`src/rtl/phase_seq_pkg.sv`:
```
package phase_seq_pkg;

    localparam int PHASE_W = 2;
    localparam int WORD_W  = 4;

    typedef enum logic [PHASE_W-1:0] {
        PH_A = 2'b00,
        PH_B = 2'b01,
        PH_C = 2'b10,
        PH_D = 2'b11
    } phase_t;

endpackage

```
`src/rtl/phase_seq_next.sv`:
```
module phase_seq_next
    import phase_seq_pkg::*;
(
    input  phase_t cur_i,
    input  logic   adv_i,
    output phase_t nxt_o
);

    always_comb begin
        nxt_o = cur_i;
        if (adv_i) begin
            unique case (cur_i)
                PH_A: nxt_o = PH_B;   // T_AB
                PH_B: nxt_o = PH_C;   // T_BC
                PH_C: nxt_o = PH_D;   // T_CD
                PH_D: nxt_o = PH_A;   // T_DA
            endcase
        end
    end

endmodule

```
`src/rtl/phase_seq_decode.sv`:
```
module phase_seq_decode
    import phase_seq_pkg::*;
(
    input  phase_t              ph_i,
    output logic [WORD_W-1:0]   word_o
);

    logic hi_bit;
    logic lo_bit;

    assign hi_bit = ph_i[1];
    assign lo_bit = ph_i[0];

    always_comb begin
        word_o[3] = hi_bit;
        word_o[2] = hi_bit & ~lo_bit;
        word_o[1] = ~hi_bit & lo_bit;
        word_o[0] = ~hi_bit;
    end

endmodule

```
`src/rtl/phase_seq.sv`:
```
module phase_seq
    import phase_seq_pkg::*;
#(
    parameter bit REG_OUT = 1'b1
) (
    input  logic              clk,
    input  logic              rst,
    input  logic              adv_en,
    output logic [WORD_W-1:0] pat_o
);

    localparam logic [WORD_W-1:0] RESET_WORD = 4'b0001;

    phase_t ph_q;
    phase_t ph_d;

    phase_seq_next u_next (
        .cur_i (ph_q),
        .adv_i (adv_en),
        .nxt_o (ph_d)
    );

    always_ff @(posedge clk) begin
        if (rst) ph_q <= PH_A;
        else     ph_q <= ph_d;
    end

    generate
        if (REG_OUT) begin : g_reg_out
            logic [WORD_W-1:0] word_d;
            logic [WORD_W-1:0] word_q;

            phase_seq_decode u_dec (
                .ph_i   (ph_d),
                .word_o (word_d)
            );

            always_ff @(posedge clk) begin
                if (rst) word_q <= RESET_WORD;
                else     word_q <= word_d;
            end

            assign pat_o = word_q;
        end else begin : g_comb_out
            phase_seq_decode u_dec (
                .ph_i   (ph_q),
                .word_o (pat_o)
            );
        end
    endgenerate

    assert_reset_word_R4: assert property (@(posedge clk) disable iff (rst)
        $past(rst) |-> (pat_o == RESET_WORD));

    assert_hold_when_idle_R5: assert property (@(posedge clk) disable iff (rst)
        !adv_en |=> $stable(pat_o));

    assert_legal_word_R3: assert property (@(posedge clk) disable iff (rst)
        (pat_o == 4'b0001) || (pat_o == 4'b0011) ||
        (pat_o == 4'b1100) || (pat_o == 4'b1000));

    assert_xy_exclusive_R3: assert property (@(posedge clk) disable iff (rst)
        $countones(pat_o[2:1]) <= 1);

    assert_step_a_b_R1: assert property (@(posedge clk) disable iff (rst)
        (adv_en && pat_o == 4'b0001) |=> (pat_o == 4'b0011));

    assert_step_b_c_R1: assert property (@(posedge clk) disable iff (rst)
        (adv_en && pat_o == 4'b0011) |=> (pat_o == 4'b1100));

    assert_step_c_d_R1: assert property (@(posedge clk) disable iff (rst)
        (adv_en && pat_o == 4'b1100) |=> (pat_o == 4'b1000));

    assert_step_d_a_R1: assert property (@(posedge clk) disable iff (rst)
        (adv_en && pat_o == 4'b1000) |=> (pat_o == 4'b0001));

    assert_moves_each_edge_R2: assert property (@(posedge clk) disable iff (rst)
        adv_en |=> !$stable(pat_o));

endmodule

```
`config.mk`:
```
export PLATFORM = sky130hd
export DESIGN_NAME = phase_seq
export DESIGN_NICKNAME = d
export VERILOG_FILES = /design/src/rtl/phase_seq_pkg.sv /design/src/rtl/phase_seq_next.sv /design/src/rtl/phase_seq_decode.sv /design/src/rtl/phase_seq.sv
export SDC_FILE = /design/constraint.sdc
export NUM_CORES = 1
export LEC_CHECK = 0
export ABC_AREA = 0
export BUFFER_PORTS_ARGS = -buffer_cell sky130_fd_sc_hd__buf_2
export CAP_MARGIN = 20
export CELL_PAD_IN_SITES_DETAIL_PLACEMENT = 1
export CELL_PAD_IN_SITES_GLOBAL_PLACEMENT = 2
export CORE_AREA = 4 4 41 43
export CTS_BUF_LIST = sky130_fd_sc_hd__clkbuf_2 sky130_fd_sc_hd__clkbuf_4 sky130_fd_sc_hd__clkbuf_8
export DETAILED_ROUTE_END_ITERATION = 8
export DIE_AREA = 0 0 45 47
export PLACE_DENSITY_LB_ADDON = 0.08
export SLEW_MARGIN = 25
export SYNTH_ARGS = -nofsm -noshare
export SYNTH_HDL_FRONTEND = slang
export SYNTH_SLANG_ARGS = --single-unit
```
`constraint.sdc`:
```
create_clock -name clk -period 2.6 [get_ports clk]
set_clock_uncertainty 0.2 [all_clocks]
set_input_delay 0 -clock clk [delete_from_list [all_inputs] [get_ports clk]]
set_output_delay 0 -clock clk [all_outputs]
set_load 0.03 [all_outputs]
```
# --- Word level (Yosys, flattened, before mapping) ---
# Cells that the tools add are included.
word_totals:
  regBits: 6
  in_bits: 3
classes:
  muxes: 2
  reduce_logical: 1
  bitwise_logic: 4
  eq_ne: 3
ops:
  columns: ["operator", "n"]
  rows:
  - ["$pmux W2 S4", 1]
  - ["$eq A2 B2 Y1 const B", 2]
  - ["$and A1 B1 Y1", 2]
  - ["$eq A2 B1 Y1 const B", 1]
  - ["$logic_not A2 Y1", 1]
  - ["$mux W2", 1]
  - ["$not A1 Y1", 2]

# --- Longest topological paths before layout ---
depth:
  depth_word: 5
  depth_mapped: 4
  ltp_nobuf: 4

# --- Modules after synthesis ---
# A second synthesis with hierarchy kept.
unflattened:
  cells_unflattened: 24
  area_unflattened_um2: 247.7
by_module_without_submodules:
  columns: ["mod", "area_each_um2", "instances", "seq_area_each_um2", "cells_per_inst"]
  rows:
  - ["phase_seq", 170.2, 1, 120.1, 12]
  - ["phase_seq_next", 51.3, 1, 0.0, 8]
  - ["phase_seq_decode", 26.3, 1, 0.0, 4]

# --- Worst setup path before layout ---
# No wires, ideal clock.
synth_path:
  kind: "reg2reg"
  start: "register, netlist name pat_o[3]"
  end: "register g_reg_out.word_q[1] (netlist: pat_o[1])"
  slack_ns: 1.199
  setup_ns: 0.087
  arrival_time_ns: 1.113
  synth_period_minus_slack_ns: 1.401
  stages_incl_launch_ff: 5
  t_required_ns: 2.313
  path_cell_list: "dfxtp_1 > inv_1 > ha_1 > mux2i_1 > nor4b_2"
synth_lines:
  columns: ["item", "line", "rtl"]
  rows:
  - ["end signal, assigned", "phase_seq.sv:40", "else word_q <= word_d;"]
  - ["end, declared", "phase_seq.sv:31", "logic [WORD_W-1:0] word_q;"]

# --- Worst setup path after layout ---
layout_path:
  start: "register ph_q[0]"
  end: "register g_reg_out.word_q[2] (netlist: pat_o[2])"
layout_between:
  elab_chain_len: 5
  word_cells_on_any_way: 8
layout_lines:
  columns: ["item", "line", "rtl"]
  rows:
  - ["start, declared", "phase_seq.sv:14", "phase_t ph_q;"]
  - ["start signal, assigned", "phase_seq.sv:25", "else ph_q <= ph_d;"]
  - ["$eq A2 B2 Y1, or another cell as far along", "phase_seq_next.sv:12", "unique case (cur_i)"]
  - ["$pmux W2 S4", "phase_seq_next.sv:12", null]
  - ["$mux W2 (*)", "phase_seq_next.sv:11", "if (adv_i) begin"]
  - ["$not A1 Y1", "phase_seq_decode.sv:16", "word_o[2] = hi_bit & ~lo_bit;"]
  - ["$and A1 B1 Y1 (*)", "phase_seq_decode.sv:16", null]
# Mark *: on every way between the ends. The rest lies on a longest branch, timed or not.
# A chain may end at the register's enable or synchronous reset.

==> impl_metrics.env <==
export IMPL_gp_congestion=0.575
export IMPL_yosysTopAreaCell="dfxtp_1"
export IMPL_yosysWarnings=0
export IMPL_insertion_delay_ns=0.23
export IMPL_die_area_mm2=0.00212
export IMPL_critPathMaxFanout=3
export IMPL_critPathLaunch="ph_q[0]"
export IMPL_routed_wl_um=462
export IMPL_num_rows=13
export IMPL_fin_nets=38
export IMPL_finalHoldViolCount=0
export IMPL_slew_headroom_pct=76.0
export IMPL_synthCells=20
export IMPL_final_antenna_net_count=0
export IMPL_crit_end="pat_o[2]"
export IMPL_cts_tree="yes"
export IMPL_reg2reg_depth=5
export IMPL_via_count=185
export IMPL_drive_above_1_share_pct=43.8
export IMPL_rrSetupSlack_ns=0.62
export IMPL_numCtsBuffers=3
export IMPL_io_buffers=6
export IMPL_hpwl_um=373
export IMPL_clkSinkCount=5
export IMPL_die_h_um=47
export IMPL_path_class="flop to flop"
export IMPL_drt_initial_drc_count=2
export IMPL_peakVddDrop_v=0.000251
export IMPL_worst_setup_path_start_kind="flop"
export IMPL_viasPerCell=3.94
export IMPL_h_tree_depth=1
export IMPL_io_pins=7
export IMPL_synthTopCellsByArea="dfxtp_1 46%, ha_1 11%, nor4b_2 6.9%"
export IMPL_min_delay_path_class="input pin to flop"
export IMPL_grt_pass1_vias=210
export IMPL_grt_max_degree=6
export IMPL_leakage_nw=0.144
export IMPL_grtUsageTotal_pct=5.93
export IMPL_dr_pass1_iters=2
export IMPL_max_cap_viol_count=0
export IMPL_pre_cts_slack_ns=1.02
export IMPL_tns_ns=0
export IMPL_core_area_mm2=0.00130
export IMPL_grt_pass1_wl_um=855
export IMPL_drc=0
export IMPL_yosysUniqueCellTypes=12
export IMPL_powerDensity_mw_per_mm2=713
export IMPL_required_ns=2.58
export IMPL_status="finished, final reports clean"
export IMPL_syn_area_um2=219
export IMPL_antenna_found_initial=0
export IMPL_end_kind="flop"
export IMPL_maxSlewViolCount=0
export IMPL_post_cts_setup_buffer_count=0
export IMPL_seq_area_frac_synth_pct=45.7
export IMPL_finalCriticalPeriod_ns=1.98
export IMPL_finalCritPeriodShare_pct=76.3
export IMPL_fmaxAchievable_mhz=504
export IMPL_tightest_slew_ns=0.349
export IMPL_clk_path_buf_depth=2
export IMPL_arrival_ns=1.96
export IMPL_area_growth_syn_to_layout_pct=46.3
export IMPL_synth_nets=25
export IMPL_ys_seq_elements=5
export IMPL_rr_endpoint="pat_o[2]"
export IMPL_die_w_um=45
export IMPL_initial_core_util_pct=16.8
export IMPL_routedWlPerCell_um=9.83
export IMPL_rsz0062_at_grt="false"
export IMPL_syn_avg_cell_area_um2=10.9
export IMPL_clock_root_buffer="clkbuf_4"
export IMPL_overflow=0
export IMPL_final_setup_worst_slack_ns=0.617
export IMPL_clk_pin_slew_ns=0.04
export IMPL_yosys_area_top_type_share_pct=45.7
export IMPL_setup_violations_final=0
export IMPL_diodes=0
export IMPL_r2r_start="ph_q[0]"
## sequential cells by signal, summed over array words and instances (netlist names)
name / flops
pat_o: 4
ph_q: 1
## cell families (layout without fill, tap and decap cells)
group | Yosys count | after routing | synth area share, %
DFF | 5 | 5 | 45.7
muxes | 1 | 1 | 4.57
adders and majority gates | 2 | 2 | 11.4
and+or+nand+nor | 8 | 8 | 25.7
AOI/OAI and AO/OA | 1 | 1 | 5.71
buffers and inverters | 3 | 15 | 6.86
## synthesized netlist by cell type
master	count
ha_1	2
nor4b_2	1
nor3_1	1
or3b_1	1
mux2i_1	1
dfxtp_1	5
buf_4	1
inv_1	2
a211oi_2	1
or2_2	2
nor2_1	2
nor3b_1	1
## critical path: stages (launching register included)
cell and delay (ns):
dfxtp_1 0.34, inv_1 0.06, ha_1 0.19, or3b_1 0.39, a211oi_2 0.18, dlygate4sd3_1 0.56
## final cells by class
cell class                      instances  area, µm²
Fill cell                             158        981
Multi-Input combinational cell         12        104
Clock buffer                            4       30.0
Timing Repair Buffer                    9       60.1
Inverter                                2       7.51
Tap cell                               15       18.8
Sequential cell                         5        100
## routing by layer
metal / vias up / share of wire, % / wire length, µm / track usage, %
met1: 88 / 40 / 187 / 5.92
met2: 4 / 50 / 233 / 9.32
li1: 91 / - / - / -
met3: 2 / 7.4 / 34 / 2.68
met5: - / 0 / 0 / 0
met4: 0 / 1.3 / 6 / 5.26
## through the flow
step           hold WS [ns]  total power, W  area, µm²  std cells  utilization, %
2_1_floorplan        -0.135        0.000119        219         20               -
3_3_place_gp         0.0395        0.000130        260         40            20.0
3_5_place_dp         0.0458        0.000130        260         40            20.0
4_1_cts               0.341        0.000234        320         47            24.6
5_1_grt               0.382        0.000246        320         47            24.6
6_report              0.347        0.000228        320         47            24.6
## worst min-delay path by stage
stage	from	to	slack [ns]	cells past startpoint
global route	rst	pat_o[3]	0.38	3
floorplan	rst	pat_o[2]	-0.14	1
CTS	rst	pat_o[3]	0.34	3
detailed placement	rst	pat_o[2]	0.05	2
finish	rst	pat_o[1]	0.35	3
global placement	rst	pat_o[2]	0.04	2
## timing repair
item / CTS / global route
endpoints found under the hold margin: 5 / 0
gates resized for setup: 0 / 0
hold buffers: 3 / 0
## placed cells by master, fill, tap and decap left out
cell type	Yosys	layout
or3b_1	1	1
nor2_1	2	2
nor4b_2	1	1
nor3_1	1	1
inv_1	2	2
nor3b_1	1	1
or2_2	2	2
ha_1	2	2
dlygate4sd3_1	0	3
mux2i_1	1	1
buf_2	0	6
dfxtp_1	5	5
a211oi_2	1	1
clkbuf_4	0	4
## power by group
part	switching, W	internal, W
Sequential	0.00000326	0.0000839
Clock	0.0000292	0.0000683
Combinational	0.0000259	0.0000180
(Power assumes the default switching activity.)
